**src/rtl/rtc_div_pkg.sv**
```systemverilog
package rtc_div_pkg;

  typedef enum logic {
    FSRC_REF = 1'b0,
    FSRC_SEC = 1'b1
  } fout_src_e;

  // Number of low stages that keep running during a divider reset.
  function automatic int low_stage_count(input int ref_log2, input int fast_log2);
    return ref_log2 - fast_log2;
  endfunction

endpackage

```
**src/rtl/rdiv_chain.sv**
```systemverilog
module rdiv_chain #(
  parameter int REF_LOG2  = 15,
  parameter int FAST_LOG2 = 7
) (
  input  logic                  clk,
  input  logic                  rst,
  input  logic                  stb,
  input  logic                  hold,
  output logic [REF_LOG2:0]     cnt_o,
  output logic                  sec_o,
  output logic                  half_o
);
  import rtc_div_pkg::*;

  localparam int W  = REF_LOG2 + 1;
  localparam int LO = low_stage_count(REF_LOG2, FAST_LOG2);
  localparam int HI = W - LO;

  logic [LO-1:0] cnt_lo;
  logic [HI-1:0] cnt_hi;
  logic          lo_full;
  logic          carry_ok;

  assign lo_full  = &cnt_lo;
  assign carry_ok = stb && !hold && lo_full;

  always_ff @(posedge clk) begin
    if (rst) begin
      cnt_lo <= '0;
      cnt_hi <= '0;
      sec_o  <= 1'b0;
      half_o <= 1'b0;
    end else begin
      if (stb) cnt_lo <= cnt_lo + 1'b1;
      if (hold)          cnt_hi <= '0;
      else if (carry_ok) cnt_hi <= cnt_hi + 1'b1;
      sec_o  <= carry_ok && (&cnt_hi);
      half_o <= carry_ok && (&cnt_hi[HI-2:0]);
    end
  end

  assign cnt_o = {cnt_hi, cnt_lo};

  // a second boundary is always also a half-second boundary
  p_sec_has_half_r2: assert property (@(posedge clk) disable iff (rst)
    sec_o |-> half_o);
  // the seconds pulse lasts one cycle
  p_sec_single_r2: assert property (@(posedge clk) disable iff (rst)
    sec_o |=> !sec_o);
  // upper stages are zero while the hold is applied
  p_hold_zero_r6: assert property (@(posedge clk) disable iff (rst)
    hold |=> (cnt_hi == '0));
  // low stages keep running on every strobe
  p_lo_runs_r6: assert property (@(posedge clk) disable iff (rst)
    stb |=> (cnt_lo == LO'($past(cnt_lo) + 1'b1)));
  // no seconds pulse follows a held cycle
  p_hold_no_sec_r6: assert property (@(posedge clk) disable iff (rst)
    hold |=> !sec_o);

endmodule

```
**src/rtl/rdiv_fout.sv**
```systemverilog
module rdiv_fout #(
  parameter int W  = 16,
  parameter int LO = 8
) (
  input  logic         clk,
  input  logic         rst,
  input  logic [W-1:0] cnt,
  input  logic         fsel,
  input  logic         foe,
  output logic         fout,
  output logic         fout_en
);
  import rtc_div_pkg::*;

  // Two periods of the stage that sits directly above the LO running stages.
  localparam logic [W-1:0] SHIFT = W'(1) << (LO + 2);

  logic [W-1:0] late_pos;
  logic         sel_val;
  fout_src_e    src;

  assign late_pos = cnt - SHIFT;
  assign src      = fsel ? FSRC_SEC : FSRC_REF;

  always_comb begin
    case (src)
      FSRC_SEC: sel_val = late_pos[W-1];
      default:  sel_val = cnt[0];
    endcase
  end

  always_ff @(posedge clk) begin
    if (rst) begin
      fout    <= 1'b0;
      fout_en <= 1'b0;
    end else begin
      fout    <= foe && sel_val;
      fout_en <= foe;
    end
  end

  // a disabled output is quiet and released
  p_quiet_r5: assert property (@(posedge clk) disable iff (rst)
    !foe |=> (!fout && !fout_en));
  // enable reaches the pad control one cycle later
  p_en_r5: assert property (@(posedge clk) disable iff (rst)
    foe |=> fout_en);

endmodule

```
**src/rtl/rdiv_lowv.sv**
```systemverilog
module rdiv_lowv (
  input  logic clk,
  input  logic rst,
  input  logic half,
  input  logic vdet_ok,
  input  logic clr,
  output logic flag
);
  logic low_seen;
  assign low_seen = half && !vdet_ok;

  always_ff @(posedge clk) begin
    if (rst)           flag <= 1'b0;
    else if (low_seen) flag <= 1'b1;
    else if (clr)      flag <= 1'b0;
  end

  // a low sample on the half-second pulse sets the flag
  p_set_r9: assert property (@(posedge clk) disable iff (rst)
    low_seen |=> flag);
  // the flag holds without a clear
  p_sticky_r9: assert property (@(posedge clk) disable iff (rst)
    (flag && !clr) |=> flag);
  // a clear without a concurrent low sample empties the flag
  p_clear_r10: assert property (@(posedge clk) disable iff (rst)
    (clr && !low_seen) |=> !flag);

endmodule

```
**src/rtl/rtc_clkdiv_top.sv**
```systemverilog
module rtc_clkdiv_top #(
  parameter int REF_LOG2  = 15,
  parameter int FAST_LOG2 = 7
) (
  input  logic clk,
  input  logic rst,
  input  logic ref_stb,
  input  logic div_clr,
  input  logic fsel,
  input  logic foe,
  input  logic vdet_ok,
  input  logic lowv_clr,
  output logic fout,
  output logic fout_en,
  output logic sec_tick,
  output logic half_tick,
  output logic lowv_flag
);
  import rtc_div_pkg::*;

  localparam int W  = REF_LOG2 + 1;
  localparam int LO = low_stage_count(REF_LOG2, FAST_LOG2);

  logic [W-1:0] pos;

  rdiv_chain #(.REF_LOG2(REF_LOG2), .FAST_LOG2(FAST_LOG2)) u_chain (
    .clk    (clk),
    .rst    (rst),
    .stb    (ref_stb),
    .hold   (div_clr),
    .cnt_o  (pos),
    .sec_o  (sec_tick),
    .half_o (half_tick)
  );

  rdiv_fout #(.W(W), .LO(LO)) u_fout (
    .clk     (clk),
    .rst     (rst),
    .cnt     (pos),
    .fsel    (fsel),
    .foe     (foe),
    .fout    (fout),
    .fout_en (fout_en)
  );

  rdiv_lowv u_lowv (
    .clk     (clk),
    .rst     (rst),
    .half    (half_tick),
    .vdet_ok (vdet_ok),
    .clr     (lowv_clr),
    .flag    (lowv_flag)
  );

  // outputs leave reset cleared
  p_reset_r1: assert property (@(posedge clk)
    rst |=> (!fout && !fout_en && !sec_tick && !half_tick && !lowv_flag));

endmodule

```
**config.mk**
```make
export PLATFORM = sky130hd
export DESIGN_NAME = rtc_clkdiv_top
export DESIGN_NICKNAME = d
export VERILOG_FILES = /design/src/rtl/rtc_div_pkg.sv /design/src/rtl/rdiv_chain.sv /design/src/rtl/rdiv_fout.sv /design/src/rtl/rdiv_lowv.sv /design/src/rtl/rtc_clkdiv_top.sv
export SDC_FILE = /design/constraint.sdc
export NUM_CORES = 1
export LEC_CHECK = 0
export BUFFER_PORTS_ARGS = -buffer_cell sky130_fd_sc_hd__buf_2
export CAP_MARGIN = 10
export CORE_ASPECT_RATIO = 0.7
export CORE_MARGIN = 2
export CORE_UTILIZATION = 47
export DETAILED_ROUTE_END_ITERATION = 8
export GPL_TIMING_DRIVEN = 1
export PLACE_DENSITY = 0.68
export SETUP_SLACK_MARGIN = 0.5
export SYNTH_ARGS = -nofsm -noshare
export SYNTH_HDL_FRONTEND = slang
export SYNTH_HIERARCHICAL = 1
export SYNTH_SLANG_ARGS = --single-unit
```
**constraint.sdc**
```tcl
create_clock -name clk -period 2.25 [get_ports clk]
set_input_delay 0.45 -clock clk [delete_from_list [all_inputs] [get_ports clk]]
set_output_delay 0.45 -clock clk [all_outputs]
set_load 0.02 [all_outputs]
```
Word-level counts from Yosys, hierarchy flattened --
Cells that the tools add are included.
Storage, ports and cells: register bits 21, bits in latches 0, bits in writable memories 0, ROM bits 0, bits of input ports 8, output and inout port bits 5, word-level logic and storage cells 27, memories 0
Operators by class: add/subtract/negate cells 3, multiply operators 0, divide/modulo/power cells 0, magnitude comparators 0, eq/ne operators 0, shift-type cells 0, muxes and demuxes 4, bitwise logic cells 0, reductions and logical operators 13
Operators with widths (count):
- 8-bit by 1-bit adder with 8-bit output, second input constant | 2
- 8-bit AND reduction | 2
- 16-bit by 11-bit subtractor with 16-bit output, second input constant | 1
- 7-bit AND reduction | 1
- 1-bit logical AND | 6
- 1-bit 2-to-1 mux | 4
- 1-bit zero test | 2
- 2-bit nonzero test | 1
- 2-bit OR reduction | 1

Longest topological paths before layout --
Gate-level depths: netlist of run 1.
word-level depth 4, gate-level depth with buffers 5, depth with buffers taken out 5

Cells and area by module --
The synthesis of run 1 kept the hierarchy.
By module, submodules not included:
- rdiv_chain | instances 1, cells an instance 82, area an instance 792.0 um2, sequential area each 360.3 um2
- rdiv_fout | instances 1, cells an instance 8, area an instance 76.3 um2, sequential area each 40.0 um2
- rdiv_lowv | instances 1, cells an instance 4, area an instance 41.3 um2, sequential area each 20.0 um2

Worst setup path before layout of run 1 --
OpenSTA, ideal clock, no wires.
path type reg-to-reg, from register u_chain.cnt_lo[0], to register u_chain.cnt_hi[5], setup time 0.070 ns, arrival time 1.380 ns, required time 2.180 ns, slack 0.800 ns, stages on the path, launching flop included 6, buffers on the path 0, clock period less this slack 1.450 ns, path through dfxtp_1 -> ha_1 -> and4_4 -> nand4_4 -> or3_1 -> a21oi_1
Between the ends: word-level cells in the longest chain between the ends 2
Ends and longest elaborated chain:
- start, declared | RTL line rdiv_chain.sv:19 | logic [LO-1:0] cnt_lo;
- start signal, assigned | RTL line rdiv_chain.sv:34 | if (stb) cnt_lo <= cnt_lo + 1'b1;
- 8-bit AND reduction | RTL line rdiv_chain.sv:24 | assign lo_full = &cnt_lo;
- 1-bit logical AND | RTL line rdiv_chain.sv:25 | assign carry_ok = stb && !hold && lo_full;
- end signal, assigned | RTL line rdiv_chain.sv:36 | else if (carry_ok) cnt_hi <= cnt_hi + 1'b1;
- end, declared | RTL line rdiv_chain.sv:20 | logic [HI-1:0] cnt_hi;
Every way passes these cells. A chain may end at the register's enable or synchronous reset.

Final worst setup path of run 1 --
Same ends and word-level chain as after synthesis.

==> flow_summary.yaml, run 1 <==
job:
  drv_cap: 0
cts:
  cts_setup_buffers: 0
  clockBufferDepth: 2
  clk_latency_ns: 0.31
  cts_root_buf: "clkbuf_4"
  h-tree-depth: 1
  postCtsHoldBufs: 0
  cts_buffers: 3
  clkTransAtPathRegs_ns: 0.12
  cts_tree: "done"
  cts_resized: 0
  cts.sinks: 21
finish:
  syn2layout_area_growth_pct: 11.00
  nNetsFinal: 119
  design_area_um2: 1010
  diodes: 0
  layout-drive-gt1-share_pct: 22.22
  nFillCells: 173
  final_cells: 130
yosys:
  syn-num-nets: 104
  synth-main-ff-cell: "dfxtp_1"
  synth_common_cells: "dfxtp_1 (21), nor2_1 (10), o21ai_0 (8), or3_1 (7), a21oi_1 (6)"
  yosys.area_share.simple_pct: 29.71
  synthArstFlopShare_pct: 0
  synth.area.top_cells: "dfxtp_1 (46%), or3_1 (4.8%), xor2_1 (4.8%), nand4_4 (4.7%), o21ai_0 (4.4%)"
  synthAdderAreaFrac_pct: 2.751
  synth_top_area_cell: "dfxtp_1"
  synth_seq_cells: 21
  synthDistinctLibCells: 28
  ys_seq_area_share_pct: 46.22
  syn_area_um2: 909.6
  avgSynthCellArea_um2: 9.677
  synth_xor_area_share_pct: 7.703
  synth_compound_gate_area_share_pct: 9.354
  synth_edf_count: 0
  yosysMostFrequentCell: "dfxtp_1"
  synth_top_family_by_area: "simple AND/OR/NAND/NOR gates"
  synth_top_cell_area_share_pct: 46.22
  syn_inst: 94
  synth.yosys.warnings: 6
  muxShareOfSynthArea_pct: 2.201
power_and_ir_drop:
  p_leak_nw: 0.4106
  p_sw_share_pct: 23.16
  pwr-share-comb_pct: 5.1
  vdd_drop_max_mv: 0.4426
  pwr_density_cell_nw_per_um2: 589.5
  p_switching_mw: 0.1378
  internal_power_mw: 0.4574
  fin_total_pwr_mw: 0.5952
  clkPwrFrac_pct: 30.7
  pwr-share-seq_pct: 64.2
worst_setup_path:
  critPathLaunchType: "flip-flop"
  critPathKind: "flip-flop to flip-flop"
  endpoint_kind: "flip-flop"
  reg2reg_slack_ns: 0.64
  cp_top_family: "simple AND/OR/NAND/NOR gates"
  crit_fanout: 5
  slowest_delay_ns: 0.41
  crit_buf_inv: 0
  crit_path_top_delay_cell: "dfxtp_1"
  worstPathRequired_ns: 2.49
  cp.arrival_ns: 1.84
  crit_chain: "ha_1, and4_4, nand4_4, or3_1, a21oi_1"
timing:
  worstMarginPinSlew_ns: 0.2486
  setup_violations: 0
  fin_crit_sh_pct: 71.45
  setup-tns-final_ns: 0
  fin_hold_ws_ns: 0.3239
  slew_viol_final: 0
  skew_ns: 0.009892
  rsz0062_at_grt: "false"
  finalHoldViolations: 0
  period_minus_slack_ns: 1.608
  max_freq_mhz: 622.0
  slew_headroom_pct: 83.43
global_routing:
  gr-usage-all-layers_pct: 15.46
  grt_max_degree: 13
  grt-ovfl-total: 0
  grt_pass1_wl_mm: 2.608
  first_global_vias: 622
  antenna_found_initial: 0
placed_design:
  dpl_cell_area_um2: 982.2
  hpwl_mm: 1.142
  numPortBuffers: 12
  place_congestion: 0.6591
  place_inst: 126
drt:
  routed_wl_mm: 1.611
  drc: 0
  post_drt_wl_per_cell_um: 12.39
  via_per_inst: 5.415
  drtPass1Iterations: 4
  ant_nets: 0
  first_iter_violations: 10
  vias: 704
floorplan:
  start_util_pct: 49.49
  num_io_pins: 13
  core_um2: 1838
  rows: 13
  die_w_um: 56.58
  die_area_um2: 2309
  die_y_um: 40.81
hold_path:
  hp-class: "input port to flip-flop"
status:
  status: "complete, no violations"
## flip-flops by register name (all words and copies together), names as in the netlist
register and cells:
u_chain/cnt_lo 8, u_lowv/flag 1, u_chain/half_o 1, u_fout/fout 1, u_chain/cnt_hi 8, u_chain/sec_o 1, u_fout/fout_en 1
## worst register-to-register path: stages (launching register included)
cell and delay, ns:
dfxtp_1 0.41, ha_1 0.21, and4_4 0.28, nand4_4 0.12, or3_1 0.36, a21oi_1 0.16
## worst paths after layout
kind | startpoint | to | cells after the start
worst max-delay path | u_chain/cnt_lo[0]$_SDFFE_PP0P_ | u_chain/cnt_hi[5]$_SDFFE_PP0P_ | 5
worst min-delay path | fsel | u_fout/fout$_SDFF_PP0_ | 2
worst max register to register | u_chain/cnt_lo[0]$_SDFFE_PP0P_ | u_chain/cnt_hi[5]$_SDFFE_PP0P_ | 5
worst min register to register | u_lowv/flag$_SDFFE_PP0P_ | u_lowv/flag$_SDFFE_PP0P_ | 2
## area by class of cell
type	count	area, um^2	share of cell area, %
Tap cell	22	27.53	2.726
Inverter	1	3.754	0.3717
Sequential cell	21	420.4	41.64
Clock buffer	3	22.52	2.230
Multi-Input combinational cell	70	470.5	46.59
Timing Repair Buffer	12	60.06	5.948
Clock inverter	1	5.005	0.4957
## cell families after synthesis
| kind of cell | count (synthesis) |
|---|---|
| xor gates and xnor gates | 8 |
| adders and majority gates | 2 |
| buffers and inverters | 3 |
| muxes | 2 |
| DFF | 21 |
| and+or+nand+nor | 42 |
| AOI/OAI and AO/OA | 16 |
## power by group through the flow
stage	sequential (mW)	clock [mW]	combinational, mW
4_1_cts	0.382	0.189	0.0301
3_5_place_dp	0.390	0	0.0297
5_1_grt	0.383	0.202	0.0335
3_3_place_gp	0.390	0	0.0292
6_report	0.382	0.183	0.0304
2_1_floorplan	0.392	0	0.0163
## metal layers
layer	GRT usage (%)	vias up	part of all wire [%]
li1	-	362	-
met1	18.44	318	52
met2	25.87	22	41
met3	5.994	2	6.4
met4	6.548	0	0.93
met5	0	-	0
## per-stage QoR
step	worst slack, ns	utilization (%)
finish	0.6424	54.94
detailed placement	0.6948	53.44
floorplan	0.7999	-
global route	0.5743	54.94
global placement	0.7230	53.44
CTS	0.6572	54.94
## placed cells by master, fill, tap and decap left out
master | netlist | final
nand3_1 | 1 | 1
nand4_4 | 2 | 2
or4_1 | 1 | 1
xor2_1 | 5 | 5
mux2i_1 | 2 | 2
nor2b_1 | 1 | 1
and3_2 | 1 | 1
inv_1 | 1 | 1
nand2_1 | 4 | 4
o21ai_0 | 8 | 8
ha_1 | 2 | 2
dfxtp_1 | 21 | 21
buf_2 | 0 | 12
nor2_1 | 10 | 10
or3_1 | 7 | 7
clkbuf_4 | 0 | 3
xnor2_1 | 3 | 3
nand2b_1 | 2 | 2
and2_1 | 2 | 2
a21oi_1 | 6 | 6
nand4_1 | 5 | 5
and3_1 | 1 | 1
or2_2 | 1 | 1
a31oi_1 | 1 | 1
and2b_2 | 1 | 1
and4_4 | 2 | 2
clkinv_2 | 0 | 1
nor3_1 | 1 | 1
a21oi_2 | 1 | 1
No activity file was read; power rests on OpenSTA's default activity.
==> run 2: changes to the inputs <==
--- a/config.mk
+++ b/config.mk
@@ -5,6 +5,7 @@
 export SDC_FILE = /design/constraint.sdc
 export NUM_CORES = 1
 export LEC_CHECK = 0
+export ABC_AREA = 1
 export BUFFER_PORTS_ARGS = -buffer_cell sky130_fd_sc_hd__buf_2
 export CAP_MARGIN = 10
 export CORE_ASPECT_RATIO = 0.7
@@ -12,7 +13,7 @@
 export CORE_UTILIZATION = 47
 export DETAILED_ROUTE_END_ITERATION = 8
 export GPL_TIMING_DRIVEN = 1
-export PLACE_DENSITY = 0.68
+export PLACE_DENSITY = 0.67
 export SETUP_SLACK_MARGIN = 0.5
 export SYNTH_ARGS = -nofsm -noshare
 export SYNTH_HDL_FRONTEND = slang
==> constraint.sdc (replaced) <==
create_clock -name clk -period 1.6 [get_ports clk]
set_input_delay 0.32 -clock clk [delete_from_list [all_inputs] [get_ports clk]]
set_output_delay 0.32 -clock clk [all_outputs]
set_load 0.02 [all_outputs]
==> run 2 against run 1 <==
- clock-buffer cell count rose by 1
- clock skew decreased by 0.0064 ns
- critical path type unchanged
- sequential share of layout area down 8.1 points
- clock power rose by 39%
- global-route usage up 2.6 points
- non-clock buffer count increased by 7
- critical path depth up 2
- synthesized area increased by 12%
- die area increased by 11%
==> flow_summary.yaml, run 2 <==
yosys:
  synthDistinctLibCells: 26
  synth_top_cell_area_share_pct: 41.33
  muxShareOfSynthArea_pct: 0
  syn_area_um2: 1017
  yosysMostFrequentCell: "nand2_1"
  synth_top_family_by_area: "simple AND/OR/NAND/NOR gates"
  synth.area.top_cells: "dfxtp_1 (41%), nand2_1 (11%), nor2_1 (7.0%), inv_1 (6.3%), nor2_2 (4.9%)"
  yosys.area_share.simple_pct: 37.27
  synthArstFlopShare_pct: 0
  syn-num-nets: 147
  synth-main-ff-cell: "dfxtp_1"
  synth_seq_cells: 21
  syn_inst: 137
  ys_seq_area_share_pct: 41.33
  avgSynthCellArea_um2: 7.425
  synthAdderAreaFrac_pct: 2.460
  synth_top_area_cell: "dfxtp_1"
  synth_compound_gate_area_share_pct: 10.09
  synth.yosys.warnings: 6
  synth_common_cells: "nand2_1 (29), dfxtp_1 (21), nor2_1 (19), inv_1 (17), nor2_2 (8)"
  synth_xor_area_share_pct: 1.722
  synth_edf_count: 0
floorplan:
  num_io_pins: 13
  core_um2: 2102
  die_w_um: 59.61
  start_util_pct: 48.39
  die_y_um: 42.93
  rows: 14
  die_area_um2: 2559
worst_setup_path:
  critPathKind: "flip-flop to flip-flop"
  critPathLaunchType: "flip-flop"
  crit_chain: "ha_4, inv_2, nor2_4, nand3_4, buf_6, nand2_4, a21oi_2"
  cp_top_family: "flip-flops"
  endpoint_kind: "flip-flop"
  crit_path_top_delay_cell: "dfxtp_2"
  crit_buf_inv: 2
  cp.arrival_ns: 1.40
  cp.depth: 7
  reg2reg_slack_ns: 0.41
  regToRegStartpoint: "u_chain/cnt_lo[1]$_SDFFE_PP0P_"
  worstPathRequired_ns: 1.81
  crit_fanout: 7
  slowest_delay_ns: 0.37
  r2r_cells: 7
  r2r_end: "u_chain/cnt_hi[6]$_SDFFE_PP0P_"
timing:
  max_freq_mhz: 838.1
  setup_violations: 0
  slew_viol_final: 0
  finalHoldViolations: 0
  setup-tns-final_ns: 0
  fin_crit_sh_pct: 74.58
  rsz0062_at_grt: "true"
  worstMarginPinSlew_ns: 0.4043
  period_minus_slack_ns: 1.193
  skew_ns: 0.003448
  fin_hold_ws_ns: 0.2258
  slew_headroom_pct: 72.94
finish:
  layout-drive-gt1-share_pct: 46.25
  layout_commonest_cell: "nand2_1"
  largestRegisters: "u_chain/cnt_hi: 8 flops, u_chain/cnt_lo: 8 flops"
  nNetsFinal: 171
  syn2layout_area_growth_pct: 31.49
  diodes: 0
  final_cells: 184
  layout_common_cells: "nand2_1 (25), inv_1 (16), nor2_1 (16)"
job:
  drv_cap: 0
cts:
  clkTransAtPathRegs_ns: 0.11
  h-tree-depth: 1
  cts_root_buf: "clkbuf_4"
  cts_tree: "done"
  cts.sinks: 21
  clk_latency_ns: 0.30
  clockBufferDepth: 2
  cts_buffers: 3
global_routing:
  gr-usage-all-layers_pct: 18.09
  first_global_vias: 827
  grt_pass1_wl_mm: 3.429
  antenna_found_initial: 0
  grt_max_degree: 12
  grt-ovfl-total: 0
power_and_ir_drop:
  vdd_drop_max_mv: 0.3593
  pwr_density_cell_nw_per_um2: 641.2
  p_leak_nw: 0.5011
drt:
  routed_wl_mm: 1.981
  drtPass1Iterations: 4
  post_drt_wl_per_cell_um: 10.77
  drc: 0
  via_per_inst: 4.815
  ant_nets: 0
  vias: 886
  first_iter_violations: 20
hold_path:
  hp-class: "input port to flip-flop"
  min_to: "u_fout/fout_en$_SDFF_PP0_"
  min_from: "foe"
  min_path_cells: 3
status:
  status: "complete, no violations"
placed_design:
  numPortBuffers: 12
  hpwl_mm: 1.338
  place_inst: 173
  place_congestion: 0.8117
## run 2: changes by cell type in the layout (fill, tap and decap cells not counted), moves of 5 or more
cell	delta
inv_1	+15
buf_6	+6
buf_4	+6
nor2_4	+5
nor2_2	+9
dfxtp_1	-16
nand2_2	+5
nand2_1	+21
buf_2	-5
or3_1	-7
dfxtp_2	+13
nor2_1	+6
## run 2: metal layers
metal,track usage (%),wire length [um],part of all wire (%),vias up
met3,6.402,100,5.0,2
li1,-,-,-,480
met2,28.79,871,44,19
met4,4.000,11,0.56,0
met1,23.54,997,50,385
met5,0,0,0,-
## run 2: cells by family (layout without fill, tap and decap cells)
family / count (synthesis) / count (layout)
buf+inv: 19 / 42
fa+ha+maj: 2 / 2
xor+xnor: 2 / 2
simple gates: 75 / 75
compound gates: 18 / 18
flops: 21 / 21
## run 2: cell type report
type                       instances  area [um^2]
timing repair buffer              19        147.6
tap                               24        30.03
clock buffer                       4        26.28
fill                             187        764.5
sequential                        21        447.9
multi-input combinational         97        609.3
inverter                          19        76.32
## run 2: worst max-delay path by stage
| stage | startpoint | end |
|---|---|---|
| global route | u_chain/cnt_lo[1]$_SDFFE_PP0P_ | u_chain/cnt_hi[7]$_SDFFE_PP0P_ |
| CTS | u_chain/cnt_lo[1]$_SDFFE_PP0P_ | u_chain/cnt_hi[7]$_SDFFE_PP0P_ |
| detailed placement | u_chain/cnt_lo[0]$_SDFFE_PP0P_ | u_chain/cnt_hi[3]$_SDFFE_PP0P_ |
| global placement | u_chain/cnt_lo[0]$_SDFFE_PP0P_ | u_chain/cnt_hi[3]$_SDFFE_PP0P_ |
| floorplan | u_chain/cnt_lo[0]$_SDFFE_PP0P_ | u_chain/cnt_hi[3]$_SDFFE_PP0P_ |
| finish | u_chain/cnt_lo[1]$_SDFFE_PP0P_ | u_chain/cnt_hi[6]$_SDFFE_PP0P_ |
## run 2: tightest hold or removal path, stage by stage
cell and delay [ns]:
buf_2 0.09, inv_1 0.06, nor2_2 0.04
## run 2: power breakdown
group	switching [mW]	total, mW	internal (mW)
clock	0.158	0.255	0.0973
sequential	0.00635	0.534	0.527
combinational	0.0374	0.0688	0.0314
total	0.202	0.858	0.656
## run 2: repair_timing
item	CTS	global route
hold endpoints to repair	0	0
setup buffers	4	3
hold buffers	0	0
pin swaps	5	4
gates resized for setup	25	19
setup endpoints to repair	17	19
gates cloned	0	0
## run 2: per-stage QoR
stage          worst slack, ns  instance area (um^2)  util, %  total power [mW]
2_1_floorplan           0.4938                  1047        -            0.5811
3_3_place_gp            0.3834                  1137    54.11            0.6037
3_5_place_dp            0.3785                  1137    54.11            0.6050
4_1_cts                 0.4163                  1262    60.06            0.8688
5_1_grt                 0.3199                  1338    63.63            0.9046
6_report                0.4068                  1338    63.63            0.8576
==> run 3: changes to the inputs <==
--- a/config.mk
+++ b/config.mk
@@ -5,7 +5,7 @@
 export SDC_FILE = /design/constraint.sdc
 export NUM_CORES = 1
 export LEC_CHECK = 0
-export ABC_AREA = 1
+export ABC_AREA = 0
 export BUFFER_PORTS_ARGS = -buffer_cell sky130_fd_sc_hd__buf_2
 export CAP_MARGIN = 10
 export CORE_ASPECT_RATIO = 0.7
@@ -13,7 +13,7 @@
 export CORE_UTILIZATION = 47
 export DETAILED_ROUTE_END_ITERATION = 8
 export GPL_TIMING_DRIVEN = 1
-export PLACE_DENSITY = 0.67
+export PLACE_DENSITY = 0.68
 export SETUP_SLACK_MARGIN = 0.5
 export SYNTH_ARGS = -nofsm -noshare
 export SYNTH_HDL_FRONTEND = slang
==> constraint.sdc (replaced) <==
create_clock -name clk -period 1.2 [get_ports clk]
set_input_delay 0.24 -clock clk [delete_from_list [all_inputs] [get_ports clk]]
set_output_delay 0.24 -clock clk [all_outputs]
set_load 0.02 [all_outputs]
==> run 3 against run 2 <==
- the run now ends with setup timing left
- combinational power up 32%
- die area down 9.8%
- setup slack lost 0.60 ns
- sequential power is 35% higher
- clock power increased by 33%
- non-clock buffer count up 12
- clock skew increased by 0.0041 ns
- critical path type unchanged
- critical path depth fell by 4
- via count is 11% lower
- power grew 34%
- first-iteration DRC count decreased by 40%
- highest routed layer unchanged
- cell area fell by 4.8%
==> flow_summary.yaml, run 3 (synthesis gave the netlist of run 1 again) <==
status:
  status: "complete, but fails checks"
  failed_checks: "setup timing"
timing:
  period_minus_slack_ns: 1.392
  worstMarginPinSlew_ns: 0.2368
  rsz0062_at_grt: "true"
  skew_ns: 0.007517
  setup-tns-final_ns: -1.038
  slew_headroom_pct: 84.05
  max_freq_mhz: 718.6
  fin_ws_ns: -0.1915
  fin_crit_sh_pct: 116.0
  finalHoldViolations: 0
  setup_violations: 8
  slew_viol_final: 0
worst_setup_path:
  crit_path_start: "u_chain/cnt_hi[2]$_SDFFE_PP0P_"
  worstPathRequired_ns: 1.44
  r2r_cells: 3
  critPathLaunchType: "flip-flop"
  regToRegStartpoint: "u_chain/cnt_hi[2]$_SDFFE_PP0P_"
  r2r_end: "u_fout/fout$_SDFF_PP0_"
  endpoint_kind: "flip-flop"
  crit_fanout: 2
  reg2reg_slack_ns: -0.19
  crit_path_end: "u_fout/fout$_SDFF_PP0_"
  critPathKind: "flip-flop to flip-flop"
  cp.arrival_ns: 1.63
power_and_ir_drop:
  pwr_density_cell_nw_per_um2: 901.9
  vdd_drop_max_mv: 0.8350
  p_leak_nw: 0.5256
hold_path:
  hp-class: "input port to flip-flop"
floorplan:
  die_y_um: 40.81
  num_io_pins: 13
  start_util_pct: 49.49
  die_area_um2: 2309
  rows: 13
  core_um2: 1838
  die_w_um: 56.58
placed_design:
  place_congestion: 0.8358
  numPortBuffers: 12
  post-place-ws_ns: -0.1406
  dpl_cell_area_um2: 1142
  hpwl_mm: 1.366
  place_inst: 143
finish:
  nNetsFinal: 138
  largestRegisters: "u_chain/cnt_hi: 8 flops, u_chain/cnt_lo: 8 flops"
  diodes: 0
  design_area_um2: 1274
  layout_commonest_cell: "buf_4"
  syn2layout_area_growth_pct: 40.03
  layout-drive-gt1-share_pct: 49.61
  layout_common_cells: "buf_4 (17), dfxtp_1 (12), nor2_1 (10)"
  final_cells: 149
global_routing:
  first_global_vias: 739
  gr-usage-all-layers_pct: 18.49
  grt_pass1_wl_mm: 3.091
  grt_max_degree: 13
  grt-ovfl-total: 0
  antenna_found_initial: 0
cts:
  cts_tree: "done"
  cts_buffers: 3
  clkTransAtPathRegs_ns: 0.12
  h-tree-depth: 1
  clockBufferDepth: 2
  clk_latency_ns: 0.30
  cts_root_buf: "clkbuf_4"
  cts.sinks: 21
drt:
  first_iter_violations: 12
  drc: 0
  routed_wl_mm: 1.920
  drtPass1Iterations: 4
  vias: 790
  via_per_inst: 5.302
  post_drt_wl_per_cell_um: 12.89
  ant_nets: 0
job:
  drv_cap: 0
run 3: changes by cell type in the layout (fill, tap and decap cells not counted), sizes merged, moves of 4 or more:
cell	change
nand4	+5
buf	+12
nor2	-20
xor2	+4
inv	-17
nand2	-28
nand3	-6
or3	+7
run 3: critical path, stage by stage (launching register included):
cell and delay (ns):
dfxtp_2 0.34, or4_4 0.53, or3_1 0.33, a31oi_1 0.13
run 3: what timing repair did:
item                       CTS  global route
setup endpoints to repair   24            24
gates cloned                 0             0
resized for setup           20             8
setup buffers                0             2
hold buffers                 0             0
pin swaps                    6             6
run 3: per-stage QoR:
stage	hold slack (ns)	util, %	power, mW
global placement	0.4557	62.15	0.8078
floorplan	0.3024	-	0.7720
finish	0.1332	69.30	1.149
CTS	0.1218	67.05	1.155
global route	0.1017	69.30	1.216
detailed placement	0.4620	62.15	0.8110
run 3: metal layers:
metal | up-vias | track usage (%) | part of all wire [%]
li1 | 399 | - | -
met3 | 2 | 6.625 | 4.7
met2 | 18 | 34.88 | 48
met5 | - | 0 | 0
met4 | 0 | 3.571 | 0.68
met1 | 371 | 21.18 | 47
run 3: worst min path at each step:
stage / endpoint / from / slack (ns) / depth (start not counted)
4_1_cts: u_fout/fout$_SDFF_PP0_ / fsel / 0.12 / 2
2_1_floorplan: u_lowv/flag$_SDFFE_PP0P_ / rst / 0.30 / 1
3_5_place_dp: u_lowv/flag$_SDFFE_PP0P_ / u_lowv/flag$_SDFFE_PP0P_ / 0.46 / 2
6_report: u_fout/fout$_SDFF_PP0_ / fsel / 0.13 / 2
5_1_grt: u_fout/fout$_SDFF_PP0_ / fsel / 0.10 / 2
3_3_place_gp: u_fout/fout$_SDFF_PP0_ / fsel / 0.46 / 2
run 3: cell type report:
class,instances,area [um^2]
Multi-Input combinational cell,70,541.8
Tap cell,22,27.53
Clock buffer,3,22.52
Inverter,1,3.754
Sequential cell,21,431.7
Clock inverter,1,5.005
Timing Repair Buffer,31,241.5
Fill cell,148,564.3
run 3: power breakdown:
part / internal [mW] / switching (mW)
registers: 0.710 / 0.00923
logic: 0.0484 / 0.0426
clock network: 0.124 / 0.214
